--- config.mk ---
export PLATFORM = sky130hd
export DESIGN_NAME = varlat_io_ctrl
export DESIGN_NICKNAME = d
export VERILOG_FILES = /design/src/rtl/lio_pkg.sv /design/src/rtl/lio_phase.sv /design/src/rtl/lio_rdy_qual.sv /design/src/rtl/varlat_io_ctrl.sv
export SDC_FILE = /design/constraint.sdc
export NUM_CORES = 1
export LEC_CHECK = 0
export BUFFER_PORTS_ARGS = -buffer_cell sky130_fd_sc_hd__buf_2
export CAP_MARGIN = 20
export CELL_PAD_IN_SITES_DETAIL_PLACEMENT = 0
export CELL_PAD_IN_SITES_GLOBAL_PLACEMENT = 1
export CORE_MARGIN = 8
export CORE_UTILIZATION = 39
export CTS_CLUSTER_DIAMETER = 200
export DETAILED_ROUTE_END_ITERATION = 8
export GPL_ROUTABILITY_DRIVEN = 0
export PLACE_DENSITY_LB_ADDON = 0.1
export SLEW_MARGIN = 40
export SYNTH_ARGS = -nofsm -noshare
export SYNTH_HDL_FRONTEND = slang
export SYNTH_HIERARCHICAL = 1
export SYNTH_SLANG_ARGS = --single-unit
--- constraint.sdc ---
create_clock -name clk -period 3.4 [get_ports clk]
set_input_delay 0.34 -clock clk [delete_from_list [all_inputs] [get_ports clk]]
set_output_delay 0.34 -clock clk [all_outputs]
set_load 0.01 [all_outputs]
--- src/rtl/lio_pkg.sv ---
package lio_pkg;

    typedef enum logic [2:0] {
        S_IDLE,
        S_START,
        S_LEAD,
        S_STRB,
        S_CAPT,
        S_GAP,
        S_REF,
        S_TAIL
    } lio_state_e;

    localparam int LEAD_CYC = 4;
    localparam int REF_CYC  = 2;
    localparam int TAIL_CYC = 2;

endpackage

--- src/rtl/lio_phase.sv ---
module lio_phase (
    input  logic clk,
    input  logic rst_n,
    output logic ph_o
);
    logic ph_d, ph_q;

    always_comb begin
        ph_d = ~ph_q;
    end

    always_ff @(posedge clk or negedge rst_n) begin
        if (!rst_n) ph_q <= 1'b1;
        else        ph_q <= ph_d;
    end

    assign ph_o = ph_q;
endmodule

--- src/rtl/lio_rdy_qual.sv ---
module lio_rdy_qual #(
    parameter int NEED = 3
) (
    input  logic clk,
    input  logic rst_n,
    input  logic en_i,
    input  logic ph_i,
    input  logic rdy_i,
    output logic hit_o
);
    localparam int CNTW = $clog2(NEED + 1);

    logic [CNTW-1:0] cnt_d, cnt_q;

    assign hit_o = en_i && rdy_i && (cnt_q == CNTW'(NEED - 1));

    always_comb begin
        cnt_d = cnt_q;
        if (!en_i || !rdy_i)               cnt_d = '0;
        else if (cnt_q == '0 && ph_i)      cnt_d = '0;
        else if (hit_o)                    cnt_d = '0;
        else                               cnt_d = cnt_q + 1'b1;
    end

    always_ff @(posedge clk or negedge rst_n) begin
        if (!rst_n) cnt_q <= '0;
        else        cnt_q <= cnt_d;
    end
endmodule

--- src/rtl/varlat_io_ctrl.sv ---
module varlat_io_ctrl
    import lio_pkg::*;
#(
    parameter int AW = 16,
    parameter int DW = 32,
    parameter int LW = 4,
    parameter int TW = 4
) (
    input  logic            clk,
    input  logic            rst_n,
    input  logic            req_i,
    input  logic            wr_i,
    input  logic [AW-1:0]   addr_i,
    input  logic [LW-1:0]   len_i,
    input  logic [DW/8-1:0] be_i,
    input  logic [DW-1:0]   wdata_i,
    input  logic [TW-1:0]   rdf_i,
    input  logic [TW-1:0]   rdn_i,
    output logic [DW-1:0]   rd_data_o,
    output logic            rd_valid_o,
    output logic            wr_ack_o,
    output logic            done_o,
    input  logic            ref_req_i,
    output logic            ref_gnt_o,
    output logic            io_cs_n_o,
    output logic            io_oe_n_o,
    output logic            io_we_n_o,
    output logic [DW/8-1:0] io_be_n_o,
    output logic [AW-1:0]   io_addr_o,
    output logic [DW-1:0]   io_wdata_o,
    input  logic [DW-1:0]   io_rdata_i,
    input  logic            io_rdy_i
);
    localparam int BW  = DW / 8;
    localparam int CW  = TW + 2;
    localparam logic [CW-1:0] CNT_MAX = '1;

    typedef struct packed {
        lio_state_e    state;
        logic [CW-1:0] cnt;
        logic [AW-1:0] addr;
        logic [LW-1:0] left;
        logic          wr;
        logic [BW-1:0] be;
        logic [TW-1:0] rdf;
        logic [TW-1:0] rdn;
        logic          pend;
        logic [DW-1:0] rdat;
        logic [DW-1:0] wdat;
        logic          dvalid;
        logic          wack;
        logic          done;
    } ctl_t;

    ctl_t r_q, r_d;

    logic          ph;
    logic          samp_en;
    logic          rdy_hit;
    logic [CW-1:0] win_start;
    logic [CW-1:0] gap_end;
    logic [CW-1:0] cnt_inc;
    logic          strobe_on;
    logic          cs_on;

    lio_phase u_phase (
        .clk   (clk),
        .rst_n (rst_n),
        .ph_o  (ph)
    );

    assign win_start = CW'({r_q.rdf - TW'(1), 1'b0});
    assign gap_end   = CW'({r_q.rdn, 1'b1});
    assign samp_en   = (r_q.state == S_STRB) && (r_q.cnt >= win_start);

    lio_rdy_qual #(.NEED(3)) u_rdy (
        .clk   (clk),
        .rst_n (rst_n),
        .en_i  (samp_en),
        .ph_i  (ph),
        .rdy_i (io_rdy_i),
        .hit_o (rdy_hit)
    );

    always_comb begin
        r_d        = r_q;
        r_d.dvalid = 1'b0;
        r_d.wack   = 1'b0;
        r_d.done   = 1'b0;
        cnt_inc    = (r_q.cnt == CNT_MAX) ? r_q.cnt : r_q.cnt + 1'b1;
        r_d.cnt    = cnt_inc;

        unique case (r_q.state)
            S_IDLE: begin
                r_d.cnt = '0;
                if (req_i) begin
                    r_d.state = S_START;
                    r_d.addr  = addr_i;
                    r_d.left  = len_i;
                    r_d.wr    = wr_i;
                    r_d.be    = be_i;
                    r_d.rdf   = (rdf_i == '0) ? TW'(1) : rdf_i;
                    r_d.rdn   = rdn_i;
                    r_d.pend  = 1'b0;
                end
            end
            S_START: begin
                if (ph) begin
                    r_d.state = S_LEAD;
                    r_d.cnt   = '0;
                end
            end
            S_LEAD: begin
                if (r_q.cnt == CW'(LEAD_CYC - 1)) begin
                    r_d.state = S_STRB;
                    r_d.cnt   = '0;
                    r_d.wdat  = wdata_i;
                end
            end
            S_STRB: begin
                if (rdy_hit) begin
                    r_d.state = S_CAPT;
                    r_d.cnt   = '0;
                end
            end
            S_CAPT: begin
                r_d.cnt  = '0;
                r_d.pend = 1'b0;
                if (r_q.wr) begin
                    r_d.wack = 1'b1;
                end else begin
                    r_d.rdat   = io_rdata_i;
                    r_d.dvalid = 1'b1;
                end
                r_d.state = (r_q.left == '0) ? S_TAIL : S_GAP;
            end
            S_GAP: begin
                if (ref_req_i) r_d.pend = 1'b1;
                if (r_q.cnt == '0) begin
                    r_d.addr = r_q.addr + 1'b1;
                    r_d.left = r_q.left - 1'b1;
                end
                if (r_q.cnt == gap_end) begin
                    r_d.cnt = '0;
                    if (r_q.pend || ref_req_i) begin
                        r_d.state = S_REF;
                        r_d.pend  = 1'b0;
                    end else begin
                        r_d.state = S_STRB;
                        r_d.wdat  = wdata_i;
                    end
                end
            end
            S_REF: begin
                if (r_q.cnt == CW'(REF_CYC - 1)) begin
                    r_d.state = S_LEAD;
                    r_d.cnt   = '0;
                end
            end
            S_TAIL: begin
                if (r_q.cnt == CW'(TAIL_CYC - 1)) begin
                    r_d.state = S_IDLE;
                    r_d.cnt   = '0;
                    r_d.done  = 1'b1;
                end
            end
            default: r_d.state = S_IDLE;
        endcase
    end

    always_ff @(posedge clk or negedge rst_n) begin
        if (!rst_n) begin
            r_q       <= '0;
            r_q.state <= S_IDLE;
        end else begin
            r_q <= r_d;
        end
    end

    assign strobe_on = (r_q.state == S_STRB) || (r_q.state == S_CAPT);
    assign cs_on     = (r_q.state == S_LEAD) || strobe_on ||
                       (r_q.state == S_GAP)  || (r_q.state == S_TAIL);

    assign io_cs_n_o  = ~cs_on;
    assign io_oe_n_o  = ~(strobe_on && !r_q.wr);
    assign io_we_n_o  = ~(strobe_on && r_q.wr);
    assign io_be_n_o  = cs_on ? ~r_q.be : '1;
    assign io_addr_o  = r_q.addr;
    assign io_wdata_o = r_q.wdat;
    assign ref_gnt_o  = (r_q.state == S_REF);
    assign rd_data_o  = r_q.rdat;
    assign rd_valid_o = r_q.dvalid;
    assign wr_ack_o   = r_q.wack;
    assign done_o     = r_q.done;
endmodule

==> results.ini <==
[clock_tree]
number_of_clock_sinks=113
clockRootBuffer=sky130_fd_sc_hd__clkbuf_16
clock_tree_from_tritoncts=yes
worstSkewPairLatency_ns=0.41
htree_levels=4
cts_buffer_count=17
cts-root-to-sink-buffers=2
clkSlewWorstSetupHoldPaths_ns=0.05

[routing]
wire_length_reported_by_the_detailed_router_mm=15.3
route.detailed.vias_per_inst=5.03
drt-initial-drc-count=207
detailed_router_iteration_count_before_antenna_repair=4
route.vias.total=4441
drtAntennaViolNets=0
wire_per_inst_um=17.3
drc=0

[logic_synthesis]
synth_nets=676
post_synth.cell_area_avg_um2=10.7
netlist_area_um2=6040
post_synth_inst_count=563
synthArstFlopShare=1.00
synthDominantCellAreaShare=0.464
synthSimpleGateAreaFrac=0.133
synth-seq-area-share=0.468
xor_xnor_fraction_of_synth_area=0.0116
yosys.cell_count.top_type=sky130_fd_sc_hd__dfrtp_1
synth_top_cells_by_count=sky130_fd_sc_hd__dfrtp_1 (112), sky130_fd_sc_hd__buf_4 (80), sky130_fd_sc_hd__nand2_1 (69)
synth_area_leader_cell=sky130_fd_sc_hd__dfrtp_1
synth_compound_area_frac=0.0919
synthFlopType=sky130_fd_sc_hd__dfrtp_1
synthAdderAreaFrac=0.0228
synth_enable_flop_cells=0
ys_seq_elements=113
yosys_warnings=6
top_post_synthesis_cells_by_area=sky130_fd_sc_hd__dfrtp_1 (46%), sky130_fd_sc_hd__buf_4 (9.9%), sky130_fd_sc_hd__mux2_4 (7.5%)
synth_cell_type_count=63
dominant_combinational_cell_family_by_area_after_synthesis=multiplexers
synthMuxAreaShare=0.141

[layout]
drive_above_1_share=0.446
insertedDiodeCount=0
nNetsFinal=795
synthToLayoutAreaGrowth_pct=19.5

[die]
die_h_um=140
standard_cell_core_area_um2=15100
row_count=45
die_w_um=140
floorplan.io_pins=193
dieArea_um2=19700
floorplan.initialDensity=0.399

[run]
drv_cap=0

[pwr]
power_per_cell_area_nw_per_um2=458
largest_vdd_supply_drop_v=0.000326
design_power_total_mw=3.30
p_leak_nw=3.84

[timing]
report.final.slew_viol_count=0
relSlewSlack=0.417
fin_crit_sh=0.840
setup_tns_final_ns=0
timing.final.crit_period_ns=2.86
clock_skew_ns=0.00937
fmax_mhz=350
max_slew.worst_pin.slew_ns=0.874
timing.final.hold_violations=0
report.final.setup_viol=0
setup_slack_ns=0.544
grt_setup_unrepaired=no

[global_routing]
largest_net_degree_at_the_start_of_global_routing=74
grt_usage=0.156
first_global_vias=4528
grt_antenna_before_repair=0
first_pass_grt_wire_length_mm=24.7
grt_overflow=0

[critical_path]
timing.critical_path.arrival_ns=3.12
crit_path_max_fanout=6
crit_path_start_kind=register
kind_of_capture_point_of_the_worst_setup_path=register
required_ns=3.67
worstSetupPathType=reg -> reg

[status]
status=finished clean

[hold_path]
hold_path.class=in -> reg

[place]
place_hpwl_mm=11.5
port-buffer-count=192
preCtsSetupSlack_ns=0.569

-- path summary, 6_finish.rpt --
path	startpoint	to	slack [ns]	cells after the start
worst max register to register	r_q[72]	r_q[105]	0.54	12
min in group asynchronous	rst_n	rd_data_o[8]	0.47	2
worst max-delay path	r_q[72]	r_q[105]	0.54	12
max in group asynchronous	rst_n	u_phase/ph_o	2.09	3
worst min register to register	u_rdy/cnt_q[1]	u_rdy/cnt_q[0]	0.46	1
worst min-delay path	be_i[0]	r_q[76]	0.12	3
-- power breakdown --
part           switching, mW  internal (mW)  total (mW)
logic                 0.0720         0.0681       0.140
clock network          0.607           1.19        1.79
registers             0.0117           1.36        1.37
-- placed cells by master, fill, tap and decap left out, types with 3 or more instances in the layout --
master,n
sky130_fd_sc_hd__buf_4,9
sky130_fd_sc_hd__nor3_1,7
sky130_fd_sc_hd__nand4_1,4
sky130_fd_sc_hd__mux2_4,30
sky130_fd_sc_hd__buf_2,191
sky130_fd_sc_hd__xnor2_1,7
sky130_fd_sc_hd__o21ai_0,20
sky130_fd_sc_hd__a21oi_1,34
sky130_fd_sc_hd__ha_1,11
sky130_fd_sc_hd__nor2_1,28
sky130_fd_sc_hd__a21o_1,3
sky130_fd_sc_hd__or3_1,5
sky130_fd_sc_hd__nand3_1,18
sky130_fd_sc_hd__clkbuf_1,3
sky130_fd_sc_hd__nand2_1,69
sky130_fd_sc_hd__bufinv_16,3
sky130_fd_sc_hd__mux2_2,34
sky130_fd_sc_hd__and3_1,5
sky130_fd_sc_hd__inv_1,12
sky130_fd_sc_hd__a31oi_1,6
sky130_fd_sc_hd__clkbuf_16,17
sky130_fd_sc_hd__clkinv_2,4
sky130_fd_sc_hd__dfrtp_1,112
-- worst max-delay path: stages (launching register included) --
cell	delay, ns
sky130_fd_sc_hd__dfrtp_1	0.35
sky130_fd_sc_hd__inv_1	0.07
sky130_fd_sc_hd__ha_1	0.30
sky130_fd_sc_hd__ha_1	0.29
sky130_fd_sc_hd__a21o_1	0.12
sky130_fd_sc_hd__a21oi_1	0.06
sky130_fd_sc_hd__o21ai_0	0.20
sky130_fd_sc_hd__nand2_2	0.11
sky130_fd_sc_hd__nor3b_2	0.22
sky130_fd_sc_hd__mux2i_1	0.11
sky130_fd_sc_hd__a311o_1	0.38
sky130_fd_sc_hd__nor2b_1	0.39
sky130_fd_sc_hd__nor3_1	0.12
-- registers in the layout, indices dropped and copies added (netlist names) --
signal and flops:
io_addr_o 16, io_wdata_o 32, r_q 23, gap_end 4, done_o 1, wr_ack_o 1, u_rdy/cnt_q 2, rd_data_o 32
rd_valid_o 1, u_phase/ph_o 1
-- cell type report --
cell class / instances / area, um2
multi-input combinational: 335 / 2440
inverter: 12 / 45.0
tap: 188 / 235
timing repair buffer: 203 / 1070
fill: 1429 / 7930
clock buffer: 22 / 464
clock inverter: 10 / 134
sequential: 113 / 2830
-- per-stage QoR --
stage / hold WS [ns] / area [um2] / utilization / instances
6_report: 0.123 / 7220 / 0.477 / 883
4_1_cts: 0.106 / 7220 / 0.477 / 883
5_1_grt: 0.110 / 7220 / 0.477 / 883
3_5_place_dp: 0.372 / 6610 / 0.436 / 850
3_3_place_gp: 0.376 / 6610 / 0.436 / 850
2_1_floorplan: 0.0444 / 6040 / - / 563
-- logic make-up (layout without fill, tap and decap cells) --
logic type / after synthesis / in the layout
muxes: 66 / 66
buffers and inverters: 115 / 247
adders and majority gates: 11 / 11
DFF: 113 / 113
xor gates and xnor gates: 8 / 8
AOI/OAI and AO/OA: 89 / 89
and+or+nand+nor: 161 / 161
-- per-layer routing --
metal / vias up / share of wire / GRT usage
met5: - / 0 / 0
met4: 0 / 0.013 / 0.0543
met3: 16 / 0.073 / 0.0537
met2: 157 / 0.46 / 0.245
met1: 2147 / 0.45 / 0.196
li1: 2121 / - / -
-- what timing repair did --
| item | in CTS | in global routing |
|---|---|---|
| resized for setup | 0 | 0 |
| hold endpoints to repair | 40 | 0 |
| buffers inserted | 0 | 0 |
| hold buffers | 1 | 0 |
No activity file was read; power rests on OpenSTA's default activity.
